===== src/rtl/wbuf_pkg.sv =====
`timescale 1ns/1ps
package wbuf_pkg;
  typedef enum logic {
    OP_READ  = 1'b0,
    OP_WRITE = 1'b1
  } mem_op_e;
endpackage


===== src/rtl/wbuf_fifo.sv =====
`timescale 1ns/1ps
module wbuf_fifo #(
  parameter int DEPTH  = 4,
  parameter int ADDR_W = 16,
  parameter int DATA_W = 32,
  parameter int BE_W   = DATA_W / 8
) (
  input  logic                          clk_i,
  input  logic                          rst_ni,
  input  logic                          push_i,
  input  logic [ADDR_W-1:0]             push_addr_i,
  input  logic [DATA_W-1:0]             push_data_i,
  input  logic [BE_W-1:0]               push_be_i,
  input  logic                          pop_i,
  output logic                          full_o,
  output logic                          empty_o,
  output logic [ADDR_W-1:0]             head_addr_o,
  output logic [DATA_W-1:0]             head_data_o,
  output logic [BE_W-1:0]               head_be_o,
  // slots listed oldest (0) to youngest
  output logic [DEPTH-1:0]              age_vld_o,
  output logic [DEPTH-1:0][ADDR_W-1:0]  age_addr_o,
  output logic [DEPTH-1:0][DATA_W-1:0]  age_data_o,
  output logic [DEPTH-1:0][BE_W-1:0]    age_be_o
);
  localparam int PW = $clog2(DEPTH);
  localparam int CW = PW + 1;

  logic [ADDR_W-1:0] addr_q [DEPTH];
  logic [DATA_W-1:0] data_q [DEPTH];
  logic [BE_W-1:0]   be_q   [DEPTH];
  logic [PW-1:0]     wr_ptr_q, rd_ptr_q;
  logic [CW-1:0]     cnt_q;

  assign full_o  = (cnt_q == CW'(DEPTH));
  assign empty_o = (cnt_q == '0);

  always_ff @(posedge clk_i or negedge rst_ni) begin
    if (!rst_ni) begin
      wr_ptr_q <= '0;
      rd_ptr_q <= '0;
      cnt_q    <= '0;
    end else begin
      if (push_i) wr_ptr_q <= wr_ptr_q + PW'(1);
      if (pop_i)  rd_ptr_q <= rd_ptr_q + PW'(1);
      case ({push_i, pop_i})
        2'b10:   cnt_q <= cnt_q + CW'(1);
        2'b01:   cnt_q <= cnt_q - CW'(1);
        default: cnt_q <= cnt_q;
      endcase
    end
  end

  always_ff @(posedge clk_i) begin
    if (push_i) begin
      addr_q[wr_ptr_q] <= push_addr_i;
      data_q[wr_ptr_q] <= push_data_i;
      be_q[wr_ptr_q]   <= push_be_i;
    end
  end

  assign head_addr_o = addr_q[rd_ptr_q];
  assign head_data_o = data_q[rd_ptr_q];
  assign head_be_o   = be_q[rd_ptr_q];

  for (genvar g = 0; g < DEPTH; g++) begin : g_age
    logic [PW-1:0] idx;
    assign idx           = rd_ptr_q + PW'(g);
    assign age_vld_o[g]  = (cnt_q > CW'(g));
    assign age_addr_o[g] = addr_q[idx];
    assign age_data_o[g] = data_q[idx];
    assign age_be_o[g]   = be_q[idx];
  end

  assert_no_overflow_R2: assert property (@(posedge clk_i) disable iff (!rst_ni)
    push_i |-> !full_o);
  assert_no_underflow_R3: assert property (@(posedge clk_i) disable iff (!rst_ni)
    pop_i |-> !empty_o);
endmodule


===== src/rtl/wbuf_match.sv =====
`timescale 1ns/1ps
module wbuf_match #(
  parameter int DEPTH  = 4,
  parameter int ADDR_W = 16,
  parameter int DATA_W = 32,
  parameter int BE_W   = DATA_W / 8
) (
  input  logic [ADDR_W-1:0]             rd_addr_i,
  input  logic [DEPTH-1:0]              age_vld_i,
  input  logic [DEPTH-1:0][ADDR_W-1:0]  age_addr_i,
  input  logic [DEPTH-1:0][DATA_W-1:0]  age_data_i,
  input  logic [DEPTH-1:0][BE_W-1:0]    age_be_i,
  output logic                          hit_o,
  output logic                          whole_o,
  output logic [DATA_W-1:0]             data_o
);
  // scan oldest to youngest; last match wins
  always_comb begin
    hit_o   = 1'b0;
    whole_o = 1'b0;
    data_o  = '0;
    for (int i = 0; i < DEPTH; i++) begin
      if (age_vld_i[i] && (age_addr_i[i] == rd_addr_i)) begin
        hit_o   = 1'b1;
        whole_o = &age_be_i[i];
        data_o  = age_data_i[i];
      end
    end
  end
endmodule


===== src/rtl/wbuf_mem_port.sv =====
`timescale 1ns/1ps
module wbuf_mem_port
  import wbuf_pkg::*;
#(
  parameter int ADDR_W = 16,
  parameter int DATA_W = 32,
  parameter int BE_W   = DATA_W / 8
) (
  input  logic              clk_i,
  input  logic              rst_ni,
  input  logic              rd_go_i,
  input  logic [ADDR_W-1:0] rd_addr_i,
  input  logic              wr_avail_i,
  input  logic [ADDR_W-1:0] head_addr_i,
  input  logic [DATA_W-1:0] head_data_i,
  input  logic [BE_W-1:0]   head_be_i,
  input  logic              mem_ack_i,
  output logic              mem_req_o,
  output logic              mem_we_o,
  output logic [ADDR_W-1:0] mem_addr_o,
  output logic [DATA_W-1:0] mem_wdata_o,
  output logic [BE_W-1:0]   mem_be_o,
  output logic              rd_start_o,
  output logic              rd_done_o,
  output logic              wr_done_o
);
  logic              busy_q;
  mem_op_e           op_q;
  logic [ADDR_W-1:0] addr_q;
  logic [DATA_W-1:0] data_q;
  logic [BE_W-1:0]   be_q;
  logic              grant_rd, grant_wr;

  assign grant_rd = !busy_q && rd_go_i;
  assign grant_wr = !busy_q && !rd_go_i && wr_avail_i;

  always_ff @(posedge clk_i or negedge rst_ni) begin
    if (!rst_ni) begin
      busy_q <= 1'b0;
      op_q   <= OP_READ;
      addr_q <= '0;
      data_q <= '0;
      be_q   <= '0;
    end else if (grant_rd) begin
      busy_q <= 1'b1;
      op_q   <= OP_READ;
      addr_q <= rd_addr_i;
      data_q <= '0;
      be_q   <= '0;
    end else if (grant_wr) begin
      busy_q <= 1'b1;
      op_q   <= OP_WRITE;
      addr_q <= head_addr_i;
      data_q <= head_data_i;
      be_q   <= head_be_i;
    end else if (busy_q && mem_ack_i) begin
      busy_q <= 1'b0;
    end
  end

  assign mem_req_o   = busy_q;
  assign mem_we_o    = (op_q == OP_WRITE);
  assign mem_addr_o  = addr_q;
  assign mem_wdata_o = data_q;
  assign mem_be_o    = be_q;
  assign rd_start_o  = grant_rd;
  assign rd_done_o   = busy_q && mem_ack_i && (op_q == OP_READ);
  assign wr_done_o   = busy_q && mem_ack_i && (op_q == OP_WRITE);

  assert_req_held_R4: assert property (@(posedge clk_i) disable iff (!rst_ni)
    (mem_req_o && !mem_ack_i) |=> (mem_req_o && $stable(mem_we_o) && $stable(mem_addr_o)
                                   && $stable(mem_wdata_o) && $stable(mem_be_o)));
  assert_read_first_R5: assert property (@(posedge clk_i) disable iff (!rst_ni)
    (!mem_req_o && rd_go_i && wr_avail_i) |=> (mem_req_o && !mem_we_o));
endmodule


===== src/rtl/wbuf_bypass.sv =====
`timescale 1ns/1ps
module wbuf_bypass #(
  parameter int DEPTH  = 4,
  parameter int ADDR_W = 16,
  parameter int DATA_W = 32
) (
  input  logic                   clk_i,
  input  logic                   rst_ni,
  input  logic                   st_valid_i,
  input  logic [ADDR_W-1:0]      st_addr_i,
  input  logic [DATA_W-1:0]      st_data_i,
  input  logic [DATA_W/8-1:0]    st_be_i,
  output logic                   st_stall_o,
  input  logic                   rd_req_i,
  input  logic [ADDR_W-1:0]      rd_addr_i,
  output logic                   rd_rsp_o,
  output logic [DATA_W-1:0]      rd_data_o,
  output logic                   mem_req_o,
  output logic                   mem_we_o,
  output logic [ADDR_W-1:0]      mem_addr_o,
  output logic [DATA_W-1:0]      mem_wdata_o,
  output logic [DATA_W/8-1:0]    mem_be_o,
  input  logic                   mem_ack_i,
  input  logic [DATA_W-1:0]      mem_rdata_i
);
  localparam int BE_W = DATA_W / 8;

  logic                          full, empty, push, pop;
  logic [ADDR_W-1:0]             head_addr;
  logic [DATA_W-1:0]             head_data;
  logic [BE_W-1:0]               head_be;
  logic [DEPTH-1:0]              age_vld;
  logic [DEPTH-1:0][ADDR_W-1:0]  age_addr;
  logic [DEPTH-1:0][DATA_W-1:0]  age_data;
  logic [DEPTH-1:0][BE_W-1:0]    age_be;
  logic                          m_hit, m_whole;
  logic [DATA_W-1:0]             m_data;
  logic                          rd_mem_q, rsp_q;
  logic [DATA_W-1:0]             rsp_data_q;
  logic                          rd_pend, fwd, rd_go, rd_start, rd_done;

  assign push       = st_valid_i && !full;
  assign st_stall_o = full;

  wbuf_fifo #(.DEPTH(DEPTH), .ADDR_W(ADDR_W), .DATA_W(DATA_W), .BE_W(BE_W)) i_fifo (
    .clk_i, .rst_ni,
    .push_i(push), .push_addr_i(st_addr_i), .push_data_i(st_data_i), .push_be_i(st_be_i),
    .pop_i(pop), .full_o(full), .empty_o(empty),
    .head_addr_o(head_addr), .head_data_o(head_data), .head_be_o(head_be),
    .age_vld_o(age_vld), .age_addr_o(age_addr), .age_data_o(age_data), .age_be_o(age_be)
  );

  wbuf_match #(.DEPTH(DEPTH), .ADDR_W(ADDR_W), .DATA_W(DATA_W), .BE_W(BE_W)) i_match (
    .rd_addr_i, .age_vld_i(age_vld), .age_addr_i(age_addr), .age_data_i(age_data),
    .age_be_i(age_be), .hit_o(m_hit), .whole_o(m_whole), .data_o(m_data)
  );

  // read not yet served and not yet at memory
  assign rd_pend = rd_req_i && !rd_mem_q && !rsp_q;
  assign fwd     = rd_pend && m_hit && m_whole;
  assign rd_go   = rd_pend && !m_hit;

  wbuf_mem_port #(.ADDR_W(ADDR_W), .DATA_W(DATA_W), .BE_W(BE_W)) i_mem_port (
    .clk_i, .rst_ni,
    .rd_go_i(rd_go), .rd_addr_i,
    .wr_avail_i(!empty), .head_addr_i(head_addr), .head_data_i(head_data), .head_be_i(head_be),
    .mem_ack_i, .mem_req_o, .mem_we_o, .mem_addr_o, .mem_wdata_o, .mem_be_o,
    .rd_start_o(rd_start), .rd_done_o(rd_done), .wr_done_o(pop)
  );

  always_ff @(posedge clk_i or negedge rst_ni) begin
    if (!rst_ni) begin
      rd_mem_q   <= 1'b0;
      rsp_q      <= 1'b0;
      rsp_data_q <= '0;
    end else begin
      if (rd_start)     rd_mem_q <= 1'b1;
      else if (rd_done) rd_mem_q <= 1'b0;
      rsp_q <= fwd || rd_done;
      if (fwd)          rsp_data_q <= m_data;
      else if (rd_done) rsp_data_q <= mem_rdata_i;
    end
  end

  assign rd_rsp_o  = rsp_q;
  assign rd_data_o = rsp_data_q;

  assert_rsp_single_R6: assert property (@(posedge clk_i) disable iff (!rst_ni)
    rd_rsp_o |=> !rd_rsp_o);
  assert_partial_waits_R8: assert property (@(posedge clk_i) disable iff (!rst_ni)
    (rd_req_i && !rd_mem_q && m_hit && !m_whole) |-> !rd_start);
  assert_forward_no_read_R7: assert property (@(posedge clk_i) disable iff (!rst_ni)
    (rd_req_i && !rd_mem_q && !rsp_q && m_hit && m_whole) |=> !(mem_req_o && !mem_we_o && !$past(mem_req_o)));
endmodule


===== config.mk =====
export PLATFORM = sky130hd
export DESIGN_NAME = wbuf_bypass
export DESIGN_NICKNAME = d
export VERILOG_FILES = /design/src/rtl/wbuf_pkg.sv /design/src/rtl/wbuf_fifo.sv /design/src/rtl/wbuf_match.sv /design/src/rtl/wbuf_mem_port.sv /design/src/rtl/wbuf_bypass.sv
export SDC_FILE = /design/constraint.sdc
export NUM_CORES = 1
export LEC_CHECK = 0
export BUFFER_PORTS_ARGS = -buffer_cell sky130_fd_sc_hd__buf_2
export CORE_UTILIZATION = 51
export CTS_BUF_LIST = sky130_fd_sc_hd__clkbuf_16
export CTS_CLUSTER_DIAMETER = 60
export DETAILED_ROUTE_END_ITERATION = 10
export PLACE_DENSITY = 0.73
export RECOVER_POWER = 100
export SLEW_MARGIN = 20
export SYNTH_ARGS = -nofsm -noshare
export SYNTH_HDL_FRONTEND = slang
export SYNTH_SLANG_ARGS = --single-unit

===== constraint.sdc =====
create_clock -name clk_i -period 7.2 [get_ports clk_i]
set_clock_uncertainty 0.2 [all_clocks]
set_input_delay 0.72 -clock clk_i [delete_from_list [all_inputs] [get_ports clk_i]]
set_output_delay 0.72 -clock clk_i [all_outputs]
set_load 0.005 [all_outputs]

==> run_results.csv <==
group,metric,value,unit
status,outcome,"finished, violations left",
status,failed_checks,"capacitance limit, slew limit",
sta,clock.fmax,165,MHz
yosys,netlist_instances,1516,
final_layout,layout_common_cells,"208 x edfxtp_1, 182 x mux2i_1, 102 x nand3_1, 99 x buf_2, 96 x clkbuf_1",
detailed_routing,drt_iter0_markers,1296,
run,cap_viol_max_count,5,
final_layout,final_layout_size_suffix_gt1_share,15.0,%
global_route,grt_pass1_wl,74.1,mm
yosys,ys.warnings.count,0,
final_layout,area_growth,11.7,%
global_route,antenna_found_initial,1,
setup_path,cpMostUsedCell,"buf_4",
yosys,seq_area_frac_synth,48.4,%
detailed_routing,dr_total_vias,13600,
sta,finalHoldViolCount,0,
die,io_pins,193,
die,die-area,35700,um2
placement,place_area,18800,um2
detailed_routing,antenna_left,0,
clock_network,cts_max_level,2,
sta,final.min_clock_period,6.08,ns
yosys,syn_area,17800,um2
setup_path,crit_family,"buffers and inverters",
sta,max_slew.worst_pin.slew,4.05,ns
detailed_routing,finalWirelength,48.9,mm
setup_path,path_max_fanout,50,
sta,max-slew-margin-rel,-170,%
global_route,grt-ovfl-total,0,
final_layout,final_cells,2104,
final_layout,fillers,2825,
setup_path,slowest_delay,1.10,ns
sta,finalSetupViolCount,0,
clock_network,clock_latency,0.53,ns
final_layout,layout_commonest_cell,"edfxtp_1",
clock_network,cts-root-buf,"clkbuf_16",
detailed_routing,drc,0,
yosys,synth_seq_cells,303,
clock_network,post_cts_resized,0,
sta,rsz0062_at_grt,"false",
global_route,grt_max_degree,111,
yosys,synth_edf_count,208,
setup_path,criticalPathCategory,"reg2reg",
final_layout,diodes,0,
sta,drv_slew,241,
yosys,synth.distinct_cells,63,
clock_network,clock-sinks,303,
clock_network,cts.path.max_buffers,3,
die,die_w,189,um
clock_network,cts_hold_buf,0,
setup_path,path_cells,"buf_4 -> mux4_2 -> xnor2_1 -> nand4_1 -> nor4_4 -> buf_4 -> and3_1 -> a211o_1 -> a2bb2oi_1 -> buf_4 -> mux2i_1",
sta,tns,0,ns
power_and_ir_drop,vdd_drop_max,0.274,mV
setup_path,end_kind,"register",
die,die_h,189,um
setup_path,slowest_stage,"a2bb2oi_1",
die,start_util,51.7,%
placement,gp_congestion,0.951,
setup_path,startpoint_type,"register",
detailed_routing,wire_per_inst,23.2,um
power_and_ir_drop,pwr_density_cell,415,nW/um2
yosys,syn_area_per_cell,11.8,um2
global_route,grt_pass1_vias,13100,
die,core-area,34500,um2
worst_hold_path,hold_class,"in2reg",
placement,place_inst,2039,
yosys,syn-num-nets,1632,
clock_network,cts_tree,"yes",
detailed_routing,first_pass_iters,6,
final_layout,final_area,19900,um2
die,rows,68,
setup_path,critPathArrivalTime,6.31,ns
clock_network,path_clk_slew,0.06,ns
placement,io_buffers,192,
placement,hpwlAfterDp,31.3,mm
yosys,synth-main-ff-cell,"edfxtp_1",
clock_network,post_cts_buffers,0,
sta,fin_crit_sh,84.4,%
global_route,grtUsageTotal,27.1,%
clock_network,numCtsBuffers,35,
setup_path,critPathBufInv,3,
setup_path,required,7.43,ns
detailed_routing,avgViaCountPerCell,6.45,
power_and_ir_drop,p_leak,7.55,nW
final_layout,num-nets-final,1738,
yosys,postSynth.asyncResetShare,31.4,%
## cell usage after synthesis, types with 33 or more instances
library cell | n | area (um2)
and2_1 | 39 | 244
xnor2_1 | 58 | 508
mux4_2 | 40 | 901
nand2_1 | 80 | 300
a21oi_1 | 39 | 195
nor2b_1 | 68 | 425
a211o_1 | 33 | 289
nand3_1 | 103 | 515
dfrtp_1 | 95 | 2380
nand4_1 | 48 | 300
edfxtp_1 | 208 | 6250
mux2i_1 | 182 | 1820
a22o_1 | 36 | 315
clkbuf_1 | 85 | 319
a211oi_1 | 75 | 563
inv_1 | 34 | 128
## through the flow
| stage | total power [mW] | hold slack (ns) | util [%] | setup WS [ns] |
|---|---|---|---|---|
| final | 8.26 | 0.242 | 57.8 | 1.12 |
| after global routing | 8.70 | 0.239 | 57.8 | 0.766 |
| after CTS | 8.24 | 0.0450 | 58.2 | 1.80 |
| after detailed placement | 6.36 | 0.269 | 54.6 | 1.81 |
| after global placement | 6.27 | 0.274 | 54.6 | 1.90 |
| after floorplan | 5.41 | 0.224 | - | 3.95 |
## final cells by class
| type | instances | area, um2 | share of cell area [%] |
|---|---|---|---|
| clock inverters | 29 | 349 | 1.75 |
| repair buffers | 215 | 1020 | 5.10 |
| multi-input cells | 1032 | 8340 | 41.9 |
| well taps | 455 | 569 | 2.86 |
| inverters | 35 | 134 | 0.672 |
| clock buffers | 35 | 876 | 4.40 |
| flip-flops and latches | 303 | 8630 | 43.3 |
## cells by family (layout without fill, tap and decap cells)
kind of cell | Yosys count | in the layout | share of synthesized area, %
simple gates | 394 | 394 | 12.0
buf+inv | 181 | 314 | 4.86
xor+xnor | 67 | 67 | 3.29
fa+ha+maj | 11 | 11 | 0.772
flops | 303 | 303 | 48.4
compound gates | 326 | 326 | 14.7
mux | 234 | 234 | 16.0
## layer usage
layer / part of all wire (%) / track usage, % / vias to the layer above
met2: 46 / 43.2 / 680
met4: 3.6 / 10.8 / 2
met5: 0.023 / 0 / -
li1: - / - / 6139
met1: 42 / 37.2 / 6639
met3: 8.2 / 4.15 / 121
## final timing paths
check	from	end	slack, ns	depth (start not counted)
max	i_fifo.rd_ptr_q[1]	rd_data_o[25]	1.12	11
max in group asynchronous	rst_ni	i_fifo.rd_ptr_q[0]	3.95	2
min reg2reg	rd_mem_q	rd_mem_q	0.29	1
min	st_data_i[25]	i_fifo.data_q[3][25]	0.24	1
max reg2reg	i_fifo.rd_ptr_q[1]	rd_data_o[25]	1.12	11
min in group asynchronous	rst_ni	rd_data_o[16]	0.91	1
## flip-flops by register name (all words and copies together), names as in the netlist
signal                  flops
i_mem_port.mem_we_o         1
i_fifo.addr_q              64
rd_mem_q                    1
rd_rsp_o                    1
i_mem_port.mem_wdata_o     32
i_fifo.data_q             128
i_mem_port.mem_req_o        1
i_mem_port.mem_addr_o      16
rd_data_o                  32
i_mem_port.mem_be_o         4
i_fifo.cnt_q                3
i_fifo.be_q                16
i_fifo.wr_ptr_q             2
i_fifo.rd_ptr_q             2
## report_power, final
part           switching [mW]  leakage (nW)  internal, mW
sequential              0.445          3.05          2.42
clock                   0.717         0.608          1.15
combinational            2.08          3.89          1.45
total                    3.24          7.55          5.02
(Power assumes the default switching activity.)
